**src/rtl/ipi_pkg.sv**
```systemverilog
package ipi_pkg;
  localparam int DEST_W = 8;
  localparam int VEC_W  = 8;

  // low command word bit positions
  localparam int B_MODE  = 8;
  localparam int B_BUSY  = 12;
  localparam int B_LEVEL = 14;
  localparam int B_TRIG  = 15;
  localparam int B_SH    = 18;
  localparam int B_ERR   = 31;
  // high command word destination position
  localparam int B_DEST  = 24;

  localparam logic [1:0] SIZE_WORD = 2'b10;

  typedef enum logic [2:0] {
    DM_FIXED  = 3'd0,
    DM_LOWPRI = 3'd1,
    DM_SMM    = 3'd2,
    DM_RSVD   = 3'd3,
    DM_NMI    = 3'd4,
    DM_INIT   = 3'd5,
    DM_START  = 3'd6,
    DM_EXT    = 3'd7
  } dmode_e;

  typedef enum logic [1:0] {
    SH_NONE   = 2'd0,
    SH_SELF   = 2'd1,
    SH_ALL    = 2'd2,
    SH_OTHERS = 2'd3
  } short_e;

  typedef struct packed {
    logic [VEC_W-1:0]  vector;
    dmode_e            mode;
    logic              level;
    logic              trigger;
    short_e            shorthand;
    logic [DEST_W-1:0] dest;
  } ipi_msg_t;
endpackage

```
**src/rtl/ipi_regdec.sv**
```systemverilog
module ipi_regdec #(
  parameter int ADDR_W = 12,
  parameter int unsigned LO_OFS = 'h300,
  parameter int unsigned HI_OFS = 'h310
) (
  input  logic              bus_sel,
  input  logic              bus_we,
  input  logic [1:0]        bus_size,
  input  logic [ADDR_W-1:0] bus_addr,
  output logic              lo_wr,
  output logic              hi_wr,
  output logic              lo_rd,
  output logic              hi_rd
);
  import ipi_pkg::*;

  localparam logic [ADDR_W-1:0] LO_A = ADDR_W'(LO_OFS);
  localparam logic [ADDR_W-1:0] HI_A = ADDR_W'(HI_OFS);

  logic legal;
  logic lo_hit;
  logic hi_hit;

  // whole-word, 16-byte aligned accesses only
  assign legal  = bus_sel && (bus_size == SIZE_WORD) && (bus_addr[3:0] == 4'h0);
  assign lo_hit = legal && (bus_addr == LO_A);
  assign hi_hit = legal && (bus_addr == HI_A);

  assign lo_wr = lo_hit &&  bus_we;
  assign hi_wr = hi_hit &&  bus_we;
  assign lo_rd = lo_hit && !bus_we;
  assign hi_rd = hi_hit && !bus_we;
endmodule

```
**src/rtl/ipi_launch.sv**
```systemverilog
module ipi_launch
  import ipi_pkg::*;
(
  input  logic              clk,
  input  logic              rst_n,
  input  logic              lo_wr,
  input  logic [31:0]       wdata,
  input  logic [DEST_W-1:0] hi_dest,
  input  logic              msg_ready,
  output ipi_msg_t          msg,
  output logic              busy,
  output logic              err
);
  ipi_msg_t nxt;
  logic     clr;
  logic     bad_mode;
  logic     launch;
  logic     reject;
  logic     unused_wbits;

  assign unused_wbits = ^{wdata[30:20], wdata[17:16], wdata[14:11]};

  always_comb begin
    nxt.vector    = wdata[VEC_W-1:0];
    nxt.mode      = dmode_e'(wdata[B_MODE+2:B_MODE]);
    nxt.level     = 1'b1;
    nxt.trigger   = wdata[B_TRIG];
    nxt.shorthand = short_e'(wdata[B_SH+1:B_SH]);
    nxt.dest      = (nxt.shorthand == SH_NONE) ? hi_dest : '0;
  end

  assign clr      = lo_wr && wdata[B_ERR];
  assign bad_mode = (wdata[B_MODE+2:B_MODE] == DM_RSVD);
  assign launch   = lo_wr && !clr && !busy && !bad_mode;
  assign reject   = lo_wr && !clr && (busy || bad_mode);

  always_ff @(posedge clk or negedge rst_n) begin
    if (!rst_n) begin
      msg  <= '0;
      busy <= 1'b0;
      err  <= 1'b0;
    end else begin
      if (launch) begin
        msg  <= nxt;
        busy <= 1'b1;
      end else if (busy && msg_ready) begin
        busy <= 1'b0;
      end
      if (clr)         err <= 1'b0;
      else if (reject) err <= 1'b1;
    end
  end
endmodule

```
**src/rtl/ipi_rdmux.sv**
```systemverilog
module ipi_rdmux
  import ipi_pkg::*;
(
  input  logic              lo_rd,
  input  logic              hi_rd,
  input  ipi_msg_t          msg,
  input  logic              busy,
  input  logic              err,
  input  logic [DEST_W-1:0] hi_dest,
  output logic [31:0]       rdata
);
  logic [31:0] lo_word;
  logic        unused_dest;

  assign unused_dest = ^msg.dest;

  always_comb begin
    lo_word                  = '0;
    lo_word[VEC_W-1:0]       = msg.vector;
    lo_word[B_MODE+2:B_MODE] = msg.mode;
    lo_word[B_BUSY]          = busy;
    lo_word[B_LEVEL]         = msg.level;
    lo_word[B_TRIG]          = msg.trigger;
    lo_word[B_SH+1:B_SH]     = msg.shorthand;
    lo_word[B_ERR]           = err;
  end

  always_comb begin
    rdata = '0;
    if (lo_rd)      rdata = lo_word;
    else if (hi_rd) rdata = {hi_dest, {B_DEST{1'b0}}};
  end
endmodule

```
**src/rtl/ipi_cmd_sender.sv**
```systemverilog
module ipi_cmd_sender #(
  parameter int ADDR_W = 12,
  parameter int unsigned LO_OFS = 'h300,
  parameter int unsigned HI_OFS = 'h310
) (
  input  logic              clk,
  input  logic              rst_n,
  input  logic              bus_sel,
  input  logic              bus_we,
  input  logic [1:0]        bus_size,
  input  logic [ADDR_W-1:0] bus_addr,
  input  logic [31:0]       bus_wdata,
  output logic [31:0]       bus_rdata,
  output logic              msg_valid,
  input  logic              msg_ready,
  output logic [7:0]        msg_vector,
  output logic [2:0]        msg_mode,
  output logic              msg_level,
  output logic              msg_trigger,
  output logic [1:0]        msg_shorthand,
  output logic [7:0]        msg_dest
);
  import ipi_pkg::*;

  logic              lo_wr, hi_wr, lo_rd, hi_rd;
  logic [DEST_W-1:0] hi_dest;
  ipi_msg_t          msg;
  logic              busy, err;
  logic              unused_hi;

  assign unused_hi = ^bus_wdata[B_DEST-1:0];

  ipi_regdec #(.ADDR_W(ADDR_W), .LO_OFS(LO_OFS), .HI_OFS(HI_OFS)) u_dec (
    .bus_sel(bus_sel), .bus_we(bus_we), .bus_size(bus_size), .bus_addr(bus_addr),
    .lo_wr(lo_wr), .hi_wr(hi_wr), .lo_rd(lo_rd), .hi_rd(hi_rd)
  );

  // high command word: destination storage only, never launches
  always_ff @(posedge clk or negedge rst_n) begin
    if (!rst_n)     hi_dest <= '0;
    else if (hi_wr) hi_dest <= bus_wdata[31:B_DEST];
  end

  ipi_launch u_launch (
    .clk(clk), .rst_n(rst_n), .lo_wr(lo_wr), .wdata(bus_wdata),
    .hi_dest(hi_dest), .msg_ready(msg_ready),
    .msg(msg), .busy(busy), .err(err)
  );

  ipi_rdmux u_rd (
    .lo_rd(lo_rd), .hi_rd(hi_rd), .msg(msg), .busy(busy), .err(err),
    .hi_dest(hi_dest), .rdata(bus_rdata)
  );

  assign msg_valid     = busy;
  assign msg_vector    = msg.vector;
  assign msg_mode      = msg.mode;
  assign msg_level     = msg.level;
  assign msg_trigger   = msg.trigger;
  assign msg_shorthand = msg.shorthand;
  assign msg_dest      = msg.dest;
endmodule

```
**config.mk**
```make
export PLATFORM = sky130hd
export DESIGN_NAME = ipi_cmd_sender
export DESIGN_NICKNAME = d
export VERILOG_FILES = /design/src/rtl/ipi_pkg.sv /design/src/rtl/ipi_regdec.sv /design/src/rtl/ipi_launch.sv /design/src/rtl/ipi_rdmux.sv /design/src/rtl/ipi_cmd_sender.sv
export SDC_FILE = /design/constraint.sdc
export NUM_CORES = 1
export LEC_CHECK = 0
export BUFFER_PORTS_ARGS = -buffer_cell sky130_fd_sc_hd__buf_4
export CORE_MARGIN = 2
export CORE_UTILIZATION = 35
export CTS_CLUSTER_SIZE = 40
export DETAILED_ROUTE_END_ITERATION = 8
export MAX_ROUTING_LAYER = met4
export PLACE_DENSITY = 0.75
export RECOVER_POWER = 50
export SETUP_SLACK_MARGIN = 0.2
export SLEW_MARGIN = 0
export SYNTH_ARGS = -nofsm -noshare
export SYNTH_HDL_FRONTEND = slang
export SYNTH_HIERARCHICAL = 1
export SYNTH_SLANG_ARGS = --single-unit
```
**constraint.sdc**
```tcl
create_clock -name clk -period 3.1 [get_ports clk]
set_input_delay 0.775 -clock clk [delete_from_list [all_inputs] [get_ports clk]]
set_output_delay 0.775 -clock clk [all_outputs]
set_load 0.02 [all_outputs]
```
==> results of run 1 <==
-- timing repair --
item / 4_1_cts / 5_1_grt
resized for setup: 15 / 8
endpoints found under the setup margin: 24 / 24
setup buffers: 1 / 0
hold buffers: 0 / 0
pin swaps: 5 / 2
-- cell families (layout without fill, tap and decap cells) --
family,after synthesis,count (layout)
simple gates,48,48
mux,30,30
buf+inv,21,112
other cells,1,8
flops,33,33
compound gates,4,4
-- flip-flops by register name, summed over array words and instances (netlist names) --
register / count
u_launch/err: 1
u_launch/msg: 23
u_launch/busy: 1
hi_dest: 8
-- critical path: stages --
cell and delay (ns):
buf_6 0.09, or4b_4 0.58, nor4_4 0.28, nor2b_2 0.07, buf_6 0.14, a22o_1 0.19
buf_6 0.13
-- synthesized netlist by cell type, types with 2 or more instances --
library cell / count
and2_2: 6
nor4_2: 2
and2_1: 17
mux2_2: 3
nor4_1: 2
buf_4: 9
nand2_1: 8
mux2_4: 18
buf_6: 3
or4bb_1: 2
dfrtp_1: 33
inv_1: 9
mux2i_1: 8
-- area by class of cell --
class                      count  area share
clock inverter                 3     0.02470
sequential                    33      0.3135
timing repair buffer          95      0.2651
tap                           67     0.03183
inverter                       9     0.01283
clock buffer                   5     0.02613
multi-input combinational     90      0.3259
-- final timing paths --
kind	start	end	slack, ns	cells past startpoint
max	bus_addr[11]	bus_rdata[31]	0.07	7
min	u_launch/msg[11]	u_launch/msg[11]	0.49	1
max reg2reg	u_launch/busy	u_launch/msg[2]	1.68	4
min reg2reg	u_launch/msg[11]	u_launch/msg[11]	0.49	1
max in group asynchronous	rst_n	u_launch/msg[14]	1.13	1
min in group asynchronous	rst_n	u_launch/msg[1]	0.95	1
-- where the power goes --
group / switching, uW / internal [uW] / total [uW]
clock: 157 / 319 / 476
combinational: 33.5 / 40.6 / 74.1
sequential: 0.130 / 431 / 431
total: 190 / 791 / 981
-- metal layers --
| metal | part of all wire | vias to the layer above | GRT usage |
|---|---|---|---|
| met2 | 0.54 | 56 | 0.2547 |
| met5 | 0 | - | - |
| met3 | 0.064 | 2 | 0.04552 |
| li1 | - | 641 | - |
| met4 | 0.0082 | 0 | 0.04762 |
| met1 | 0.39 | 641 | 0.1749 |
-- through the flow --
stage	instances	area, um2	hold slack, ns	utilization	power, uW
after floorplan	144	1795	0.4794	-	465.2
after global placement	293	2490	0.4706	0.5203	508.3
after detailed placement	293	2490	0.4733	0.5203	510.2
after CTS	302	2686	0.4347	0.5613	992.4
after global routing	302	2634	0.5424	0.5503	1020
final	302	2634	0.4855	0.5503	981.1
==> metrics.txt, run 1 <==
Core Rows 25; core area 4786 um2; # fillers 444; Layout area overhead 50.57%; Ports 107; pwr dens 372.5 nW/um2; clk root buf clkbuf_8; worst clock skew 0.004668 ns; worst-skew pair later-pin latency 0.28 ns; total track usage 0.1517; status finished with violations; Peak VDD IR 0.0002366 V; Max FO, Critical Path 8; input/output buffers 88; Die Area 5579 um2; initial antenna violation count 0; largest family of logic cells by synthesized area multiplexers; Final Cycle Share 0.9785; Rel. slew slack -0.1762; Hold Vio Cnt, Final 0; Gate Count Post-Synth 137; Top FF cell, synth dfrtp_1; yosys warns 6; post-DR wirelength/cell 12.85 um; layout cells sized above 1 0.5447; leading cell type in the layout, fill and taps excluded buf_4; RSZ-0062 raised after global routing true; Critical Path AT 2.26 ns; Hold Path Class flip-flop to flip-flop; mux contribution to synthesized area 0.2260; failing checks max-capacitance violations, max-slew violations; FF/Latch Area 825.8 um2; CTS Buf Count 5; register area share after synthesis 0.4721; Yosys reg bits 33; worst slew pin tran 1.764 ns; setup violators final 0; XOR/XNOR share of the synthesized area 0; CP Launch Type input pin; first-pass GRT wire length 6.078 mm; max_cap viols 1; CTS H-tree lvls 2; fin. max-slew vios 34; Die Y 74.70 um; Lkg Pwr 0.001421 uW; Crit. End Element output pin; # diodes 0; synth unique cells 30; final setup TNS 0 ns; CP Class input pin to output pin; CTS tree built; GP Congestion 0.7348; vias per cell 4.437; PnR worst setup slack 0.06680 ns; clk sinks 33; DR vias 1340; GR Overflow Total 0; pre-CTS WS 0.02041 ns; commonest non-fill, non-tap cells in the layout buf_4 (53), dfrtp_1 (33), clkbuf_1 (23); top-area cell type share of the netlist area 0.4721; mapped cell area 1749 um2; DRC Markers 0; Synth Area in Simple Gates 0.2053; Post-DP HPWL 2.888 mm; most area-consuming cells after synthesis dfrtp_1 (47%), mux2_4 (15%), and2_1 (6.1%); ys async rst share 1.000; Data required, critical path 2.32 ns; Synth Area in Compound Gates 0.01717; Worst-path clk slew 0.07 ns; NumNets Final 285; synthesized area per cell 12.77 um2; via count of the first global-routing pass 1309; minimum clock period 3.033 ns; 1st-pass router iterations 4; DRT iter0 DRCs 67; maximum number of pins on one net before global-route repair 34; Clock Path Buffers 2; Synth Area in Adders 0; Routed Antenna Nets 0; routed wire length 3.881 mm; footprint of the multi-input gates 858.3 um2; starting density of the core 0.3655; cell taking the most area after synthesis dfrtp_1; Fmax 329.7 MHz; Die X 74.70 um; number of flops mapped to enable cells by yosys 0
No activity file was read; power rests on OpenSTA's default activity.
==> run 2, diff against run 1 <==
==> constraint.sdc (replaced) <==
create_clock -name clk -period 3.1 [get_ports clk]
set_input_delay 0.775 -clock clk [delete_from_list [all_inputs] [get_ports clk]]
set_output_delay 0.775 -clock clk [all_outputs]
set_load 0.005 [all_outputs]
==> metrics.txt, run 2 (same netlist as run 1, synthesis figures left out) <==
status finished with violations; failing checks max-capacitance violations, max-slew violations; Routed Antenna Nets 0 (unchanged); CTS Buf Count 5 (unchanged); first-pass GRT wire length 6.078 mm (unchanged); routed wire length 4.063 mm (+4.7%); Hold Vio Cnt, Final 0 (unchanged); cell breakdown of the critical path buf_6 -> or4_4 -> nor4_4 -> buf_6 -> buf_6 -> a22o_1 -> buf_6; input/output buffers 88 (unchanged); minimum clock period 3.013 ns (-0.02061 ns); NumNets Final 287 (+0.70%); Crit. End Element output pin; Data required, critical path 2.32 ns (about the same); CP Launch Type input pin; Ports 107 (unchanged); via count of the first global-routing pass 1282 (-2.1%); # fillers 426 (-4.1%); cell area after layout 2704 um2 (+2.7%); CP Class input pin to output pin; cell family with most CP delay simple AND/OR/NAND/NOR gates; Final Cycle Share 0.9718 (-0.006649); max_cap viols 1 (unchanged); total track usage 0.1502 (-0.001541); most frequent CP cell buf_6; Layout area overhead 54.58%; critical path's slowest cell or4_4; core area 4786 um2 (unchanged); DP Area 2471 um2 (-0.75%); clk root buf clkbuf_8; CTS tree built; Hold Buf Count CTS 0 (unchanged); Post-DP HPWL 2.956 mm (+2.4%); Worst-path clk slew 0.06 ns (about the same); Die Y 74.70 um (unchanged); fin. max-slew vios 34 (unchanged); RSZ-0062 raised after global routing true; DRC Markers 0 (unchanged); GR Overflow Total 0 (unchanged); worst-skew pair later-pin latency 0.28 ns (about the same); layout cells sized above 1 0.6287 (+0.08401); largest registers u_launch/msg: 23 flops, hi_dest: 8 flops; Rel. slew slack -0.1457 (+0.03049); final setup TNS 0 ns (unchanged); worst slew pin tran 1.719 ns (-0.04574 ns); post-DR wirelength/cell 13.37 um (+4.0%); WP buf/inv 4 (+1); GP Congestion 0.6878 (-6.4%); hold_ws 0.4834 ns (-0.002130 ns); Fmax 331.9 MHz (+0.68%); Hold Path Class flip-flop to flip-flop; vias per cell 4.484 (+1.0%); Die X 74.70 um (unchanged); pwr dens 313.3 nW/um2 (-16%); CTS H-tree lvls 2 (unchanged); starting density of the core 0.3655 (unchanged); worst clock skew 0.005196 ns (+0.0005276 ns); Clock Path Buffers 2 (unchanged); setup violators final 0 (unchanged); Peak VDD IR 0.0001211 V (-49%); Core Rows 25 (unchanged); DR vias 1363 (+1.7%); register name with the most flops u_launch/msg; DRT iter0 DRCs 39 (-42%); Die Area 5579 um2 (unchanged); Max FO, Critical Path 5 (-3); initial antenna violation count 0 (unchanged); CP peak stage delay 0.56 ns (-0.02 ns); leading cell type in the layout, fill and taps excluded buf_4; commonest non-fill, non-tap cells in the layout buf_4 (52), dfrtp_1 (33), clkbuf_4 (23); # diodes 0 (unchanged); 1st-pass router iterations 4 (unchanged); pre-CTS WS 0.01950 ns (-0.0009109 ns); maximum number of pins on one net before global-route repair 34 (unchanged); clk sinks 33 (unchanged); max reg flops 23 (unchanged); Lkg Pwr 0.001479 uW (+4.1%); Critical Path AT 2.24 ns (-0.02 ns); PnR worst setup slack 0.08742 ns (+0.02061 ns)
[run 2: through the flow]
step,util,std cells,total power [uW]
2_1_floorplan,-,144,458.3
6_report,0.5650,304,847.2
3_3_place_gp,0.5163,292,502.3
4_1_cts,0.5571,304,858.9
3_5_place_dp,0.5163,292,503.5
5_1_grt,0.5650,304,884.2
[run 2: what timing repair did]
action	4_1_cts	5_1_grt
setup buffers	2	0
cloned	2	0
pin swaps	6	5
resized for setup	22	14
endpoints found under the setup margin	24	24
[run 2: layout make-up]
class,instances,area [um2],share of cell area
Clock buffer,7,96.34,0.03563
Clock inverter,1,5.005,0.001851
Inverter,9,33.78,0.01249
Multi-Input combinational cell,90,863.3,0.3193
Sequential cell,33,825.8,0.3054
Tap cell,67,83.83,0.03100
Timing Repair Buffer,97,795.8,0.2943
[run 2: final timing paths]
| kind | cells after the start | start | slack (ns) | end |
|---|---|---|---|---|
| setup / recovery | 7 | bus_addr[7] | 0.09 | bus_rdata[31] |
| hold / removal | 1 | u_launch/msg[11] | 0.48 | u_launch/msg[11] |
| setup reg to reg | 4 | u_launch/busy | 1.69 | u_launch/msg[3] |
| hold reg to reg | 1 | u_launch/msg[11] | 0.48 | u_launch/msg[11] |
| max in group asynchronous | 1 | rst_n | 1.16 | u_launch/msg[1] |
| min in group asynchronous | 1 | rst_n | 0.94 | hi_dest[1] |
[run 2: worst register-to-register path: stages, from the launching register on]
cell and delay (ns):
dfrtp_1 0.43, nor2_2 0.14, nand3_4 0.28, buf_4 0.30, mux2i_1 0.13
[run 2: routing by layer]
| metal | track usage | vias to the layer above | wire [um] |
|---|---|---|---|
| met5 | - | - | 0 |
| met4 | 0.05357 | 0 | 57 |
| met3 | 0.03481 | 6 | 263 |
| met2 | 0.2439 | 62 | 2064 |
| met1 | 0.1840 | 651 | 1677 |
| li1 | - | 644 | - |
[run 2: power by group]
group	switching [uW]	internal, uW
logic	25.3	38.7
clock network	152	201
registers	0.143	431
==> run 3, diff against run 2 <==
--- a/config.mk
+++ b/config.mk
@@ -6,6 +6,7 @@
 export NUM_CORES = 1
 export LEC_CHECK = 0
 export BUFFER_PORTS_ARGS = -buffer_cell sky130_fd_sc_hd__buf_4
+export CORE_ASPECT_RATIO = 1.5
 export CORE_MARGIN = 2
 export CORE_UTILIZATION = 35
 export CTS_CLUSTER_SIZE = 40
==> metrics.txt, run 3 (same netlist as run 1, synthesis figures left out) <==
Peak VDD IR 0.0002761 V (+130%); post-DR wirelength/cell 14.15 um (+5.8%); CTS tree built; Post-DP HPWL 3.086 mm (+4.4%); input/output buffers 88 (unchanged); GP Congestion 0.6762 (-1.7%); cell breakdown of the critical path buf_6 -> or4b_4 -> nor4_4 -> buf_4 -> nor2b_4 -> buf_6 -> a22o_1 -> buf_4; HP Start u_launch/msg[11]; routed wire length 4.343 mm (+6.9%); Worst-path clk slew 0.07 ns (about the same); CTS Buf Count 5 (unchanged); failing checks max-capacitance violations, max-slew violations, negative setup slack; Rel. slew slack -0.2014 (-0.05564); layout cells sized above 1 0.6390 (+0.01031); Lkg Pwr 0.001511 uW (+2.2%); GR Overflow Total 0 (unchanged); total track usage 0.1536 (+0.003401); DR vias 1387 (+1.8%); worst clock skew 0.004610 ns (-0.0005857 ns); Hold Vio Cnt, Final 0 (unchanged); NumNets Final 291 (+1.4%); Fmax 322.2 MHz (-2.9%); 1st-pass router iterations 4 (unchanged); vias per cell 4.518 (+0.77%); worst slew pin tran 1.802 ns (+0.08346 ns); status finished with violations; RSZ-0062 raised after global routing true; pwr dens 289.3 nW/um2 (-7.7%); cell family with most CP delay simple AND/OR/NAND/NOR gates; Data required, critical path 2.32 ns (about the same); DRT iter0 DRCs 30 (-23%); # diodes 0 (unchanged); CP Class input pin to output pin; worst-skew pair later-pin latency 0.28 ns (about the same); reg-to-reg startpoint u_launch/busy; flop2flop setup slack 1.67 ns (-0.02 ns); Die X 61.72 um (-17%); CTS H-tree lvls 2 (unchanged); placed cells 294 (+0.68%); Core Rows 31 (+24%); register name with the most flops u_launch/msg; Final Cycle Share 1.001 (+0.02950); leading cell type in the layout, fill and taps excluded buf_4; post-route insts no fill 307 (+0.99%); first-pass GRT wire length 6.320 mm (+4.0%); via count of the first global-routing pass 1362 (+6.2%); Reg2Reg Depth 4 (unchanged); FF/Latch Area 825.8 um2 (unchanged); hold endpoint u_launch/msg[11]; max reg flops 23 (unchanged); Reg-to-Reg End u_launch/msg[1]; Routed Antenna Nets 0 (unchanged); WHS Path Cells 1 (unchanged); PnR worst setup slack -0.004042 ns (-0.09146 ns); max_cap viols 1 (unchanged); Die Area 5591 um2 (+0.20%); WP buf/inv 4 (unchanged); fin. max-slew vios 34 (unchanged); Hold Path Class flip-flop to flip-flop; setup violators final 1 (+1); maximum number of pins on one net before global-route repair 34 (unchanged); largest registers u_launch/msg: 23 flops, hi_dest: 8 flops; starting density of the core 0.3637 (-0.001807); Max FO, Critical Path 2 (-3); CP Launch Type input pin; Die Y 90.58 um (+21%); cell depth of the worst setup path 8 (+1); critical path's slowest cell or4b_4; DRC Markers 0 (unchanged); Layout area overhead 58.58%; # fillers 437 (+2.6%); fin util 0.5767 (+0.01178); Clock Path Buffers 2 (unchanged); clk sinks 33 (unchanged); core area 4810 um2 (+0.50%); clk root buf clkbuf_8; Crit. End Element output pin; footprint of the multi-input gates 892.1 um2 (+3.3%); Critical Path AT 2.33 ns (+0.09 ns); Ports 107 (unchanged); commonest non-fill, non-tap cells in the layout buf_4 (46), dfrtp_1 (33), buf_6 (31); minimum clock period 3.104 ns (+0.09146 ns); CP peak stage delay 0.54 ns (-0.02 ns); initial antenna violation count 0 (unchanged)
## run 3: metal layers
layer | wire length, um | track usage | vias up
met5 | 0 | - | -
met4 | 33 | 0.03723 | 0
met3 | 258 | 0.03725 | 4
met2 | 2502 | 0.2649 | 57
met1 | 1548 | 0.1718 | 676
li1 | - | - | 650
## run 3: worst max-delay path by stage
stage	startpoint	end	slack, ns
finish	bus_addr[10]	bus_rdata[31]	-0.004
global route	bus_addr[10]	bus_rdata[31]	-0.04
CTS	bus_addr[11]	bus_rdata[31]	0.01
detailed placement	bus_addr[3]	bus_rdata[31]	0.004
global placement	bus_addr[3]	bus_rdata[31]	0.01
floorplan	bus_addr[3]	bus_rdata[31]	0.26
## run 3: per-stage QoR
stage	TNS (ns)	hold slack, ns	setup WS [ns]	area [um2]	total power, uW
2_1_floorplan	0	0.4735	0.2636	1784	458.3
3_3_place_gp	0	0.4754	0.01303	2492	502.6
3_5_place_dp	0	0.4786	0.003677	2492	504.5
4_1_cts	0	0.4380	0.01116	2576	817.0
5_1_grt	-0.05224	0.5424	-0.03923	2774	843.6
6_report	-0.004042	0.5039	-0.004042	2774	802.5
## run 3: power by group
part	switching, uW	leakage (uW)	total [uW]	internal (uW)
sequential	0.139	0.000419	431	431
clock	144	0.0000395	303	159
combinational	27.6	0.00105	67.9	40.3
## run 3: cell type report
| class | instances | share of cell area |
|---|---|---|
| well taps | 66 | 0.02977 |
| inverters | 9 | 0.01218 |
| flip-flops and latches | 33 | 0.2977 |
| clock buffers | 8 | 0.02887 |
| multi-input cells | 90 | 0.3216 |
| repair buffers | 101 | 0.3099 |
## run 3: what timing repair did
action	4_1_cts	5_1_grt
cloned	0	2
setup buffers	0	3
resized for setup	1	57
pin swaps	3	4
endpoints found under the setup margin	24	24
hold buffers	0	0
